File: src/rtl/disp_addr_pkg.sv
package disp_addr_pkg;

    localparam int unsigned DEF_COLS   = 84;
    localparam int unsigned DEF_BANKS  = 6;
    localparam int unsigned DEF_DATA_W = 8;

    typedef enum logic {
        SCAN_HORIZ = 1'b0,
        SCAN_VERT  = 1'b1
    } scan_order_e;

    typedef struct packed {
        logic set_x;
        logic set_y;
        logic wr;
    } addr_ctl_t;

    // width needed for values 0..n-1 (at least one bit)
    function automatic int unsigned idx_width(input int unsigned n);
        return (n <= 2) ? 1 : $clog2(n);
    endfunction

endpackage

File: src/rtl/disp_wrap_stage.sv
module disp_wrap_stage #(
    parameter int unsigned LIMIT = 84,
    parameter int unsigned W     = 7
) (
    input  logic [W-1:0] cur,
    input  logic [W-1:0] load_val,
    output logic [W-1:0] inc_val,
    output logic         wraps,
    output logic [W-1:0] clamped
);
    localparam logic [W-1:0] TOP = W'(LIMIT - 1);

    always_comb begin
        wraps   = (cur == TOP);
        inc_val = wraps ? '0 : cur + 1'b1;
        clamped = (load_val > TOP) ? TOP : load_val;
    end
endmodule

File: src/rtl/disp_addr_step.sv
module disp_addr_step
    import disp_addr_pkg::*;
#(
    parameter int unsigned COLS  = DEF_COLS,
    parameter int unsigned BANKS = DEF_BANKS,
    parameter int unsigned XW    = idx_width(COLS),
    parameter int unsigned YW    = idx_width(BANKS)
) (
    input  logic [XW-1:0] x_now,
    input  logic [YW-1:0] y_now,
    input  logic [XW-1:0] x_load,
    input  logic [YW-1:0] y_load,
    input  scan_order_e   order,
    output logic [XW-1:0] x_step,
    output logic [YW-1:0] y_step,
    output logic [XW-1:0] x_clamped,
    output logic [YW-1:0] y_clamped
);
    logic [XW-1:0] x_inc;
    logic [YW-1:0] y_inc;
    logic          x_wrap;
    logic          y_wrap;

    disp_wrap_stage #(.LIMIT(COLS), .W(XW)) u_xstage (
        .cur      (x_now),
        .load_val (x_load),
        .inc_val  (x_inc),
        .wraps    (x_wrap),
        .clamped  (x_clamped)
    );

    disp_wrap_stage #(.LIMIT(BANKS), .W(YW)) u_ystage (
        .cur      (y_now),
        .load_val (y_load),
        .inc_val  (y_inc),
        .wraps    (y_wrap),
        .clamped  (y_clamped)
    );

    // inner coordinate always moves; outer one moves on inner wrap
    always_comb begin
        unique case (order)
            SCAN_HORIZ: begin
                x_step = x_inc;
                y_step = x_wrap ? y_inc : y_now;
            end
            SCAN_VERT: begin
                y_step = y_inc;
                x_step = y_wrap ? x_inc : x_now;
            end
            default: begin
                x_step = x_now;
                y_step = y_now;
            end
        endcase
    end
endmodule

File: src/rtl/disp_addr_linear.sv
module disp_addr_linear #(
    parameter int unsigned COLS = 84,
    parameter int unsigned XW   = 7,
    parameter int unsigned YW   = 3,
    parameter int unsigned AW   = 9
) (
    input  logic [XW-1:0] x,
    input  logic [YW-1:0] y,
    output logic [AW-1:0] lin
);
    localparam logic [AW-1:0] STRIDE = AW'(COLS);

    always_comb begin
        lin = AW'(y) * STRIDE + AW'(x);
    end
endmodule

File: src/rtl/disp_addr_gen.sv
module disp_addr_gen
    import disp_addr_pkg::*;
#(
    parameter int unsigned COLS   = DEF_COLS,
    parameter int unsigned BANKS  = DEF_BANKS,
    parameter int unsigned DATA_W = DEF_DATA_W,
    parameter int unsigned XW     = idx_width(COLS),
    parameter int unsigned YW     = idx_width(BANKS),
    parameter int unsigned AW     = idx_width(COLS * BANKS)
) (
    input  logic              clk,
    input  logic              rst,
    input  logic              set_x_stb,
    input  logic [XW-1:0]     set_x_val,
    input  logic              set_y_stb,
    input  logic [YW-1:0]     set_y_val,
    input  logic              vert_mode,
    input  logic              wr_stb,
    input  logic [DATA_W-1:0] wr_data,
    output logic              ram_we,
    output logic [AW-1:0]     ram_addr,
    output logic [DATA_W-1:0] ram_wdata,
    output logic [XW-1:0]     cur_x,
    output logic [YW-1:0]     cur_y
);
    localparam logic [XW-1:0] XMAX = XW'(COLS - 1);
    localparam logic [YW-1:0] YMAX = YW'(BANKS - 1);

    addr_ctl_t     ctl;
    scan_order_e   order;
    logic [XW-1:0] x_q, x_step, x_clamped;
    logic [YW-1:0] y_q, y_step, y_clamped;

    assign ctl   = '{set_x: set_x_stb, set_y: set_y_stb, wr: wr_stb};
    assign order = scan_order_e'(vert_mode);

    disp_addr_step #(.COLS(COLS), .BANKS(BANKS), .XW(XW), .YW(YW)) u_step (
        .x_now     (x_q),
        .y_now     (y_q),
        .x_load    (set_x_val),
        .y_load    (set_y_val),
        .order     (order),
        .x_step    (x_step),
        .y_step    (y_step),
        .x_clamped (x_clamped),
        .y_clamped (y_clamped)
    );

    // loads take priority over the post-write step
    always_ff @(posedge clk) begin
        if (rst) begin
            x_q <= '0;
            y_q <= '0;
        end else if (ctl.set_x || ctl.set_y) begin
            if (ctl.set_x) x_q <= x_clamped;
            if (ctl.set_y) y_q <= y_clamped;
        end else if (ctl.wr) begin
            x_q <= x_step;
            y_q <= y_step;
        end
    end

    disp_addr_linear #(.COLS(COLS), .XW(XW), .YW(YW), .AW(AW)) u_lin (
        .x   (x_q),
        .y   (y_q),
        .lin (ram_addr)
    );

    assign ram_we    = wr_stb;
    assign ram_wdata = wr_data;
    assign cur_x     = x_q;
    assign cur_y     = y_q;

    assert_reset_R1: assert property (@(posedge clk)
        $past(rst) |-> (cur_x == '0 && cur_y == '0));

    assert_range_x_R2: assert property (@(posedge clk) disable iff (rst)
        cur_x <= XMAX);

    assert_range_y_R3: assert property (@(posedge clk) disable iff (rst)
        cur_y <= YMAX);

    assert_vert_inner_R4: assert property (@(posedge clk) disable iff (rst)
        (wr_stb && vert_mode && !set_x_stb && !set_y_stb && cur_y != YMAX)
        |=> (cur_y == $past(cur_y) + 1'b1 && $stable(cur_x)));

    assert_horiz_inner_R2: assert property (@(posedge clk) disable iff (rst)
        (wr_stb && !vert_mode && !set_x_stb && !set_y_stb && cur_x != XMAX)
        |=> (cur_x == $past(cur_x) + 1'b1 && $stable(cur_y)));

    assert_clamp_x_R6: assert property (@(posedge clk) disable iff (rst)
        (set_x_stb && !set_y_stb) |=> ($stable(cur_y) &&
            cur_x == (($past(set_x_val) > XMAX) ? XMAX : $past(set_x_val))));

    assert_clamp_y_R7: assert property (@(posedge clk) disable iff (rst)
        (set_y_stb && !set_x_stb) |=> ($stable(cur_x) &&
            cur_y == (($past(set_y_val) > YMAX) ? YMAX : $past(set_y_val))));

    assert_idle_hold_R9: assert property (@(posedge clk) disable iff (rst)
        (!wr_stb && !set_x_stb && !set_y_stb) |=> ($stable(cur_x) && $stable(cur_y)));

    assert_idle_we_R9: assert property (@(posedge clk) disable iff (rst)
        !wr_stb |-> !ram_we);
endmodule

File: config.mk
export PLATFORM = sky130hd
export DESIGN_NAME = disp_addr_gen
export DESIGN_NICKNAME = d
export VERILOG_FILES = /design/src/rtl/disp_addr_pkg.sv /design/src/rtl/disp_wrap_stage.sv /design/src/rtl/disp_addr_step.sv /design/src/rtl/disp_addr_linear.sv /design/src/rtl/disp_addr_gen.sv
export SDC_FILE = /design/constraint.sdc
export NUM_CORES = 1
export LEC_CHECK = 0
export ABC_AREA = 1
export CAP_MARGIN = 25
export CORE_MARGIN = 5
export CORE_UTILIZATION = 45
export DETAILED_ROUTE_END_ITERATION = 12
export PLACE_DENSITY = 0.88
export SETUP_SLACK_MARGIN = 0.5
export SLEW_MARGIN = 20
export SYNTH_ARGS = -nofsm -noshare
export SYNTH_HDL_FRONTEND = slang
export SYNTH_HIERARCHICAL = 1
export SYNTH_SLANG_ARGS = --single-unit
File: constraint.sdc
create_clock -name clk -period 2.49 [get_ports clk]
set_input_delay 0.3735 -clock clk [delete_from_list [all_inputs] [get_ports clk]]
set_output_delay 0.3735 -clock clk [all_outputs]
set_load 0.02 [all_outputs]
==> results of run 1 <==
==> path summary, 6_finish.rpt <==
path,startpoint,cells past startpoint,end
worst max register to register,cur_x[0]$_SDFFE_PP0P_,10,cur_y[2]$_SDFFE_PP0P_
worst min register to register,cur_x[1]$_SDFFE_PP0P_,4,cur_x[1]$_SDFFE_PP0P_
worst min-delay path,cur_x[1]$_SDFFE_PP0P_,4,cur_x[1]$_SDFFE_PP0P_
worst max-delay path,cur_y[0]$_SDFFE_PP0P_,11,ram_addr[7]
==> logic make-up (layout without fill, tap and decap cells) <==
family,after synthesis,in the layout,synth area share
AND/OR/NAND/NOR,151,151,0.429
buffers and inverters,52,90,0.175
AO/OA/AOI/OAI,23,23,0.0987
adder cells (fa/ha/maj),12,12,0.110
flip-flops,10,10,0.140
XOR/XNOR,7,7,0.0480
==> flip-flops by register name (all words and copies together), names as in the netlist <==
| register | cells |
|---|---|
| cur_x | 7 |
| cur_y | 3 |
==> cells in the final DEF, fill, tap and decap left out <==
cell,synthesis,layout
a21o_1,1,1
a21boi_0,2,2
dfxtp_2,0,3
ha_4,0,8
o21ai_1,3,3
fa_2,0,1
a21oi_2,2,3
xnor2_2,0,1
nand2_1,95,87
clkinv_1,1,1
xor2_1,4,4
nand4_1,2,2
a21oi_1,3,2
nor2_1,32,32
clkbuf_4,0,3
inv_1,32,31
clkdlybuf4s50_1,0,28
xor2_2,1,1
nor2_2,3,3
buf_6,1,5
dlygate4sd2_1,0,1
buf_4,12,17
inv_2,2,3
nand2_2,0,8
dfxtp_1,10,5
dfxtp_4,0,2
a21oi_4,1,1
nand3_1,17,16
ha_2,0,1
nor2_4,1,1
ha_1,11,2
o21ai_0,11,11
clkbuf_1,2,1
nand3_2,1,2
xnor2_1,2,1
==> per-stage QoR <==
| step | power [µW] | utilization | worst slack (ns) | hold WS, ns | setup TNS (ns) |
|---|---|---|---|---|---|
| 2_1_floorplan | 481 | - | 0.445 | 0.571 | 0 |
| 3_3_place_gp | 628 | 0.606 | -0.0450 | 0.572 | -0.0450 |
| 3_5_place_dp | 637 | 0.606 | -0.113 | 0.597 | -0.161 |
| 4_1_cts | 800 | 0.640 | 0.0877 | 0.611 | 0 |
| 5_1_grt | 906 | 0.662 | 0.0243 | 0.665 | 0 |
| 6_report | 836 | 0.662 | 0.124 | 0.607 | 0 |
==> final cells by class <==
class                   count  area [µm²]  area share
clock buffers               4        26.3      0.0130
inverters                  35         131      0.0650
multi-input cells         193        1120       0.556
flip-flops and latches     10         211       0.105
well taps                  44        55.1      0.0272
repair buffers             51         473       0.234
==> worst max-delay path, stage by stage (launching register included) <==
cell and delay [ns]:
dfxtp_4 0.36, ha_4 0.16, ha_4 0.16, ha_4 0.23
ha_4 0.27, nand2_2 0.05, inv_2 0.06, nand4_1 0.10
nand3_1 0.10, nand2_1 0.06, nand2_2 0.06, buf_6 0.11
==> metal layers <==
metal	share of wire	global-route usage	vias to the layer above	routed length [µm]
met4	0.011	0.0609	0	44
met1	0.43	0.224	740	1650
met3	0.053	0.0425	4	206
met5	0	0	-	0
met2	0.51	0.336	47	1970
li1	-	-	850	-
==> power breakdown <==
group | switching (µW) | internal [µW]
combinational | 263 | 246
clock | 67.7 | 62.2
sequential | 21.9 | 175
total | 353 | 484
==> timing repair <==
action                                  CTS  global route
resized for setup                        45            14
setup buffers                             1             3
endpoints found under the setup margin    7             8
pin swaps                                 9             8
==> results.json, run 1 <==
{
  "nNetsFinal": 330,
  "antenna_found_initial": 0,
  "yosys-top-cells-count": "95 x nand2_1, 32 x inv_1, 32 x nor2_1",
  "end_kind": "output pin",
  "grt_max_degree": 15,
  "r2r_slack_ns": 0.77,
  "synth.net_count": 291,
  "dp_hpwl_um": 2830,
  "layout_worst_path_cycle_share": 0.950,
  "wl_per_cell_um": 11.5,
  "arrival_ns": 1.99,
  "vias": 1641,
  "max_cap_violations": 0,
  "dpl-instance-area_mm2": 0.00185,
  "synth.largest_area_cell": "nand2_1",
  "first_global_vias": 1577,
  "overflow": 0,
  "die_area_mm2": 0.00441,
  "vias_per_cell": 4.87,
  "seq_area_frac_synth": 0.140,
  "drt-pass1-iter-count": 7,
  "synth.cell_area_mm2": 0.00143,
  "htree_levels": 1,
  "yosys.cell_types.count": 27,
  "crit_type": "reg -> out",
  "rsz0062_at_grt": "yes",
  "slew_headroom": 0.696,
  "cts-root-buf": "clkbuf_4",
  "core-area_mm2": 0.00305,
  "gp_congestion": 0.876,
  "fillCellCount": 285,
  "slew_viol_final": 0,
  "clockBufferDepth": 2,
  "status": "finished clean",
  "worstPathRequired_ns": 2.12,
  "async_flop_share": 0,
  "die_h_um": 66.4,
  "gr-usage-all-layers": 0.190,
  "grt_pass1_wl_um": 6580,
  "ys_ff_latch": 10,
  "synth_area_leaders": "nand2_1 25%, dfxtp_1 14%, ha_1 9.6%",
  "leakagePower_uw": 0.000996,
  "final_antenna_net_count": 0,
  "cts_made_buffers": 3,
  "p_per_area_mw_per_mm2": 414,
  "synth_most_common_cell": "nand2_1",
  "n_antenna_cell": 0,
  "post-route-cell-area_mm2": 0.00202,
  "drtIter0Drc": 88,
  "critPathMaxFanout": 2,
  "initial_utilization": 0.469,
  "clock_sinks": 10,
  "finalHoldViolations": 0,
  "synth_ff_type": "dfxtp_1",
  "fmax_ghz": 0.423,
  "syn_inst": 255,
  "synth_top_area_frac": 0.249,
  "clkTransAtPathRegs_ns": 0.08,
  "post-place-cells": 329,
  "fin_cells": 337,
  "area_delta_synth_final_pct": 41.0,
  "ir_worst_vdd_uv": 166,
  "final.min_clock_period_ns": 2.37,
  "tightest_slew_ns": 0.454,
  "layout-drive-gt1-share": 0.215,
  "synth_edf_count": 0,
  "final-setup-viol-count": 0,
  "syn_area_per_cell_um2": 5.62,
  "num_rows": 20,
  "cts_tree": "built",
  "min_path_type": "reg -> reg",
  "yosys_warnings": 6,
  "insertion_delay_ns": 0.28,
  "drt_wl_total_um": 3880,
  "io_buffer_count": 35,
  "cts_hold_buf": 0,
  "drcViolationCount": 0,
  "die_w_um": 66.4,
  "startpoint_type": "register",
  "fin_worst_skew_ns": 0.00311,
  "ioPinCount": 52
}
Power figures use the tool's default switching activity.
==> run 2: changes to the inputs <==
--- a/config.mk
+++ b/config.mk
@@ -9,8 +9,10 @@
 export CAP_MARGIN = 25
 export CORE_MARGIN = 5
 export CORE_UTILIZATION = 45
+export CTS_BUF_LIST = sky130_fd_sc_hd__clkbuf_8 sky130_fd_sc_hd__clkbuf_16
 export DETAILED_ROUTE_END_ITERATION = 12
 export PLACE_DENSITY = 0.88
+export REMOVE_ABC_BUFFERS = 1
 export SETUP_SLACK_MARGIN = 0.5
 export SLEW_MARGIN = 20
 export SYNTH_ARGS = -nofsm -noshare
==> run 2 against run 1 <==
- combinational power increased by 2%
- final cell count increased by 0.30%
- critical endpoint unchanged
- first-iteration DRC count increased by 26%
- highest routed layer unchanged
- routed wire length increased by 13%
- non-clock buffer count increased by 2
- register-to-register slack got worse by 0.13 ns
- die area unchanged
- sequential power about the same
- critical path depth unchanged
- largest power group unchanged
- sequential share of layout area decreased by 0.40 points
- via count increased by 4.2%
==> results.json, run 2 (synthesis gave the netlist of run 1 again) <==
{
  "status": "finished clean",
  "vias_per_cell": 5.06,
  "overflow": 0,
  "tightest_slew_ns": 0.464,
  "mostFrequentLayoutCells": "92 x nand2_1, 31 x nor2_1, 31 x inv_1",
  "antenna_found_initial": 0,
  "rsz0062_at_grt": "yes",
  "final-setup-viol-count": 0,
  "drt-pass1-iter-count": 5,
  "fin_cells": 338,
  "top_register": "cur_x",
  "largest_register_ffs": 7,
  "gr-usage-all-layers": 0.200,
  "cts_made_buffers": 3,
  "holdWs_ns": 0.578,
  "insertion_delay_ns": 0.23,
  "dp_hpwl_um": 2940,
  "slew_viol_final": 0,
  "cts_tree": "built",
  "ir_worst_vdd_uv": 243,
  "clock_sinks": 10,
  "die_area_mm2": 0.00441,
  "nNetsFinal": 332,
  "die_w_um": 66.4,
  "cts_hold_buf": 0,
  "finalHoldViolations": 0,
  "crit_type": "reg -> out",
  "drtIter0Drc": 111,
  "p_per_area_mw_per_mm2": 434,
  "layout-drive-gt1-share": 0.197,
  "ioPinCount": 52,
  "clkTransAtPathRegs_ns": 0.05,
  "gp_congestion": 0.857,
  "final_common_cell": "nand2_1",
  "n_antenna_cell": 0,
  "leakagePower_uw": 0.00101,
  "r2r_slack_ns": 0.64,
  "final_antenna_net_count": 0,
  "drcViolationCount": 0,
  "end_kind": "output pin",
  "layout_worst_path_cycle_share": 0.936,
  "initial_utilization": 0.469,
  "final.min_clock_period_ns": 2.33,
  "core-area_mm2": 0.00305,
  "top_regs": "cur_x x7, cur_y x3",
  "post-place-cells": 330,
  "area_delta_synth_final_pct": 42.4,
  "io_buffer_count": 35,
  "worstPathRequired_ns": 2.12,
  "grt_max_degree": 15,
  "fin_worst_skew_ns": 0.00310,
  "grt_pass1_wl_um": 6930,
  "wl_per_cell_um": 13.0,
  "critPathMaxFanout": 2,
  "htree_levels": 1,
  "fmax_ghz": 0.429,
  "fin_tns_setup_ns": 0,
  "drt_wl_total_um": 4380,
  "die_h_um": 66.4,
  "num_rows": 20,
  "first_global_vias": 1583,
  "arrival_ns": 1.96,
  "startpoint_type": "register",
  "cts-root-buf": "clkbuf_8",
  "vias": 1710,
  "fin_util": 0.668,
  "max_cap_violations": 0,
  "slew_headroom": 0.690,
  "power_uw": 885,
  "clockBufferDepth": 2,
  "min_path_type": "reg -> reg"
}
-- run 2: changes by cell type in the layout (fill, tap and decap cells not counted), moves of 2 or more --
cell | before | now
dfxtp_2 | 3 | 1
clkbuf_8 | 0 | 3
nand2_1 | 87 | 92
nand2_2 | 8 | 3
clkbuf_4 | 3 | 0
dfxtp_1 | 5 | 8
-- run 2: routing by layer --
metal,global-route usage,part of all wire,up-vias
met1,0.232,0.39,780
met5,0,0,-
li1,-,-,845
met3,0.0408,0.066,14
met4,0.0914,0.031,0
met2,0.347,0.51,71
-- run 2: where the power goes --
part,internal (µW),switching (µW)
Sequential,175,22.8
Clock,106,63.6
Combinational,248,270
Total,528,357
-- run 2: worst paths after layout --
path / endpoint / start / cells past startpoint
setup / recovery: ram_addr[7] / cur_y[0]$_SDFFE_PP0P_ / 11
hold / removal: cur_x[1]$_SDFFE_PP0P_ / cur_x[1]$_SDFFE_PP0P_ / 4
setup reg to reg: cur_y[2]$_SDFFE_PP0P_ / cur_x[0]$_SDFFE_PP0P_ / 10
hold reg to reg: cur_x[1]$_SDFFE_PP0P_ / cur_x[1]$_SDFFE_PP0P_ / 4
-- run 2: cell type report --
| type | count | area, µm² |
|---|---|---|
| Multi-Input combinational cell | 193 | 1120 |
| Sequential cell | 10 | 205 |
| Clock buffer | 3 | 41.3 |
| Timing Repair Buffer | 53 | 490 |
| Tap cell | 44 | 55.1 |
| Fill cell | 252 | 1010 |
| Inverter | 35 | 131 |
-- run 2: per-stage QoR --
stage	setup WS (ns)	instance area, µm²
finish	0.161	2040
global route	0.0856	2040
CTS	0.205	2010
detailed placement	-0.235	1820
global placement	-0.147	1820
floorplan	0.184	1310
-- run 2: repair_timing --
item                                    in CTS  in global routing
setup buffers                                4                  1
resized for setup                           53                  7
endpoints found under the setup margin       6                  6
cloned                                       0                  0
pin swaps                                   11                  3
-- run 2: worst max-delay path, stage by stage, from the launching register on --
cell and delay (ns):
dfxtp_4 0.35, ha_4 0.16, ha_4 0.16, ha_4 0.23, ha_4 0.27, nand2_2 0.05, inv_2 0.05, nand4_1 0.10
nand3_1 0.11, nand2_1 0.05, nand2_1 0.06, buf_6 0.11
==> run 3: changes to the inputs <==
--- a/config.mk
+++ b/config.mk
@@ -6,12 +6,14 @@
 export NUM_CORES = 1
 export LEC_CHECK = 0
 export ABC_AREA = 1
+export ABC_CLOCK_PERIOD_IN_PS = 1980
 export CAP_MARGIN = 25
 export CORE_MARGIN = 5
-export CORE_UTILIZATION = 45
+export CORE_UTILIZATION = 41
 export CTS_BUF_LIST = sky130_fd_sc_hd__clkbuf_8 sky130_fd_sc_hd__clkbuf_16
 export DETAILED_ROUTE_END_ITERATION = 12
-export PLACE_DENSITY = 0.88
+export GPL_TIMING_DRIVEN = 1
+export PLACE_DENSITY = 0.84
 export REMOVE_ABC_BUFFERS = 1
 export SETUP_SLACK_MARGIN = 0.5
 export SLEW_MARGIN = 20
==> constraint.sdc (replaced) <==
create_clock -name clk -period 1.98 [get_ports clk]
set_input_delay 0.297 -clock clk [delete_from_list [all_inputs] [get_ports clk]]
set_output_delay 0.297 -clock clk [all_outputs]
set_load 0.02 [all_outputs]
==> run 3 against run 2 <==
- the run now ends with setup timing left
- sequential share of layout area fell by 0.78 points
- design area grew 16%
- final cell count increased by 5.0%
- sequential power grew 23%
- critical path type unchanged
==> results.json, run 3 (synthesis gave the netlist of run 1 again) <==
{
  "area_delta_synth_final_pct": 64.6,
  "gr-usage-all-layers": 0.181,
  "clkTransAtPathRegs_ns": 0.05,
  "drcViolationCount": 0,
  "clock_sinks": 10,
  "finalHoldViolations": 0,
  "clockBufferDepth": 2,
  "drtIter0Drc": 113,
  "final-setup-viol-count": 5,
  "slew_headroom": 0.633,
  "leakagePower_uw": 0.00119,
  "die_area_mm2": 0.00478,
  "layout-drive-gt1-share": 0.343,
  "worstPathRequired_ns": 1.68,
  "vias_per_cell": 5.14,
  "antenna_found_initial": 0,
  "io_buffer_count": 35,
  "fmax_ghz": 0.430,
  "cts_tree": "built",
  "largest_register_ffs": 7,
  "grt_use_met1": 0.195,
  "layout_worst_path_cycle_share": 1.17,
  "core-area_mm2": 0.00336,
  "worst_slack_ns": -0.344,
  "use_met2": 0.328,
  "gp_congestion": 0.833,
  "holdWs_ns": 0.594,
  "htree_levels": 1,
  "startpoint_type": "register",
  "wl_per_cell_um": 14.8,
  "grt_pass1_wl_um": 7380,
  "n_antenna_cell": 0,
  "num_rows": 21,
  "arrival_ns": 2.03,
  "p_per_area_mw_per_mm2": 538,
  "cts_hold_buf": 0,
  "status": "complete, but fails checks",
  "violations": "setup timing",
  "cts-root-buf": "clkbuf_8",
  "vias": 1826,
  "slew_viol_final": 0,
  "final.min_clock_period_ns": 2.32,
  "final_antenna_net_count": 0,
  "cts_made_buffers": 3,
  "fin_util": 0.701,
  "fin_worst_skew_ns": 0.00150,
  "tightest_slew_ns": 0.550,
  "drt_wl_total_um": 5240,
  "ir_worst_vdd_uv": 276,
  "max_cap_violations": 0,
  "top_usage_layer": "met2",
  "die_w_um": 69.1,
  "min_path_type": "in -> out",
  "insertion_delay_ns": 0.24,
  "ioPinCount": 52,
  "end_kind": "output pin",
  "crit_type": "reg -> out",
  "top_register": "cur_x",
  "initial_utilization": 0.426,
  "power_uw": 1270,
  "final_common_cell": "nand2_1",
  "first_global_vias": 1677,
  "grt_max_degree": 15,
  "gr-usage-met3": 0.0465,
  "die_h_um": 69.1,
  "critPathMaxFanout": 2,
  "drt-pass1-iter-count": 4,
  "nNetsFinal": 346,
  "dp_hpwl_um": 2840,
  "mostFrequentLayoutCells": "79 x nand2_1, 29 x nor2_1, 28 x inv_1",
  "top_regs": "cur_x x7, cur_y x3",
  "overflow": 0,
  "rsz0062_at_grt": "yes"
}
==> run 3: changes by cell type in the layout (fill, tap and decap cells not counted), moves of 4 or more <==
cell	delta
buf_6	+10
clkdlybuf4s50_1	-16
dfxtp_1	-7
dfxtp_2	+5
dlygate4sd2_1	+13
nand2_1	-13
nand2_2	+11
nand3_1	-5
nor2_4	+4
==> run 3: area by class of cell <==
class | instances | area [µm²]
Clock buffer | 4 | 55.1
Fill cell | 264 | 1000
Inverter | 35 | 144
Multi-Input combinational cell | 193 | 1230
Sequential cell | 10 | 219
Tap cell | 46 | 57.6
Timing Repair Buffer | 67 | 652
==> run 3: per-layer routing <==
layer  part of all wire  vias to the layer above
met5                  0                        -
met4              0.034                        0
met3              0.059                       21
met2               0.52                       91
met1               0.38                      831
li1                   -                      883
==> run 3: stage by stage <==
stage	TNS, ns	setup WS (ns)	std cells	cell area [µm²]
detailed placement	-2.58	-0.642	338	1860
finish	-1.14	-0.344	355	2360
floorplan	-0.638	-0.250	238	1310
global route	-1.36	-0.389	355	2360
global placement	-2.35	-0.581	338	1860
CTS	-0.702	-0.239	344	2080
==> run 3: path summary, 6_finish.rpt <==
path | depth (start not counted) | endpoint | slack [ns] | start
min | 0 | ram_wdata[0] | 0.59 | wr_data[0]
max reg2reg | 11 | cur_x[4]$_SDFFE_PP0P_ | 0.40 | cur_x[6]$_SDFFE_PP0P_
max | 11 | ram_addr[7] | -0.34 | cur_y[0]$_SDFFE_PP0P_
min reg2reg | 5 | cur_x[5]$_SDFFE_PP0P_ | 0.66 | cur_x[5]$_SDFFE_PP0P_
==> run 3: repair_timing <==
action,CTS,global route
pin swaps,10,16
buffers inserted,2,11
gates cloned,0,0
setup endpoints to repair,30,19
resized for setup,85,57
==> run 3: critical path, stage by stage (launching register included) <==
cell	delay [ns]
dfxtp_2	0.34
ha_4	0.16
ha_4	0.16
ha_4	0.23
ha_4	0.27
nand2_2	0.05
inv_2	0.05
nand4_1	0.14
nand3_1	0.11
nand2_1	0.07
nand2_2	0.07
buf_6	0.11
==> run 3: power by group <==
group	total (µW)	internal (µW)	leakage, µW	switching [µW]
sequential	244	222	0.0000866	22.2
clock	268	176	0.0000288	92.2
combinational	757	356	0.00107	401
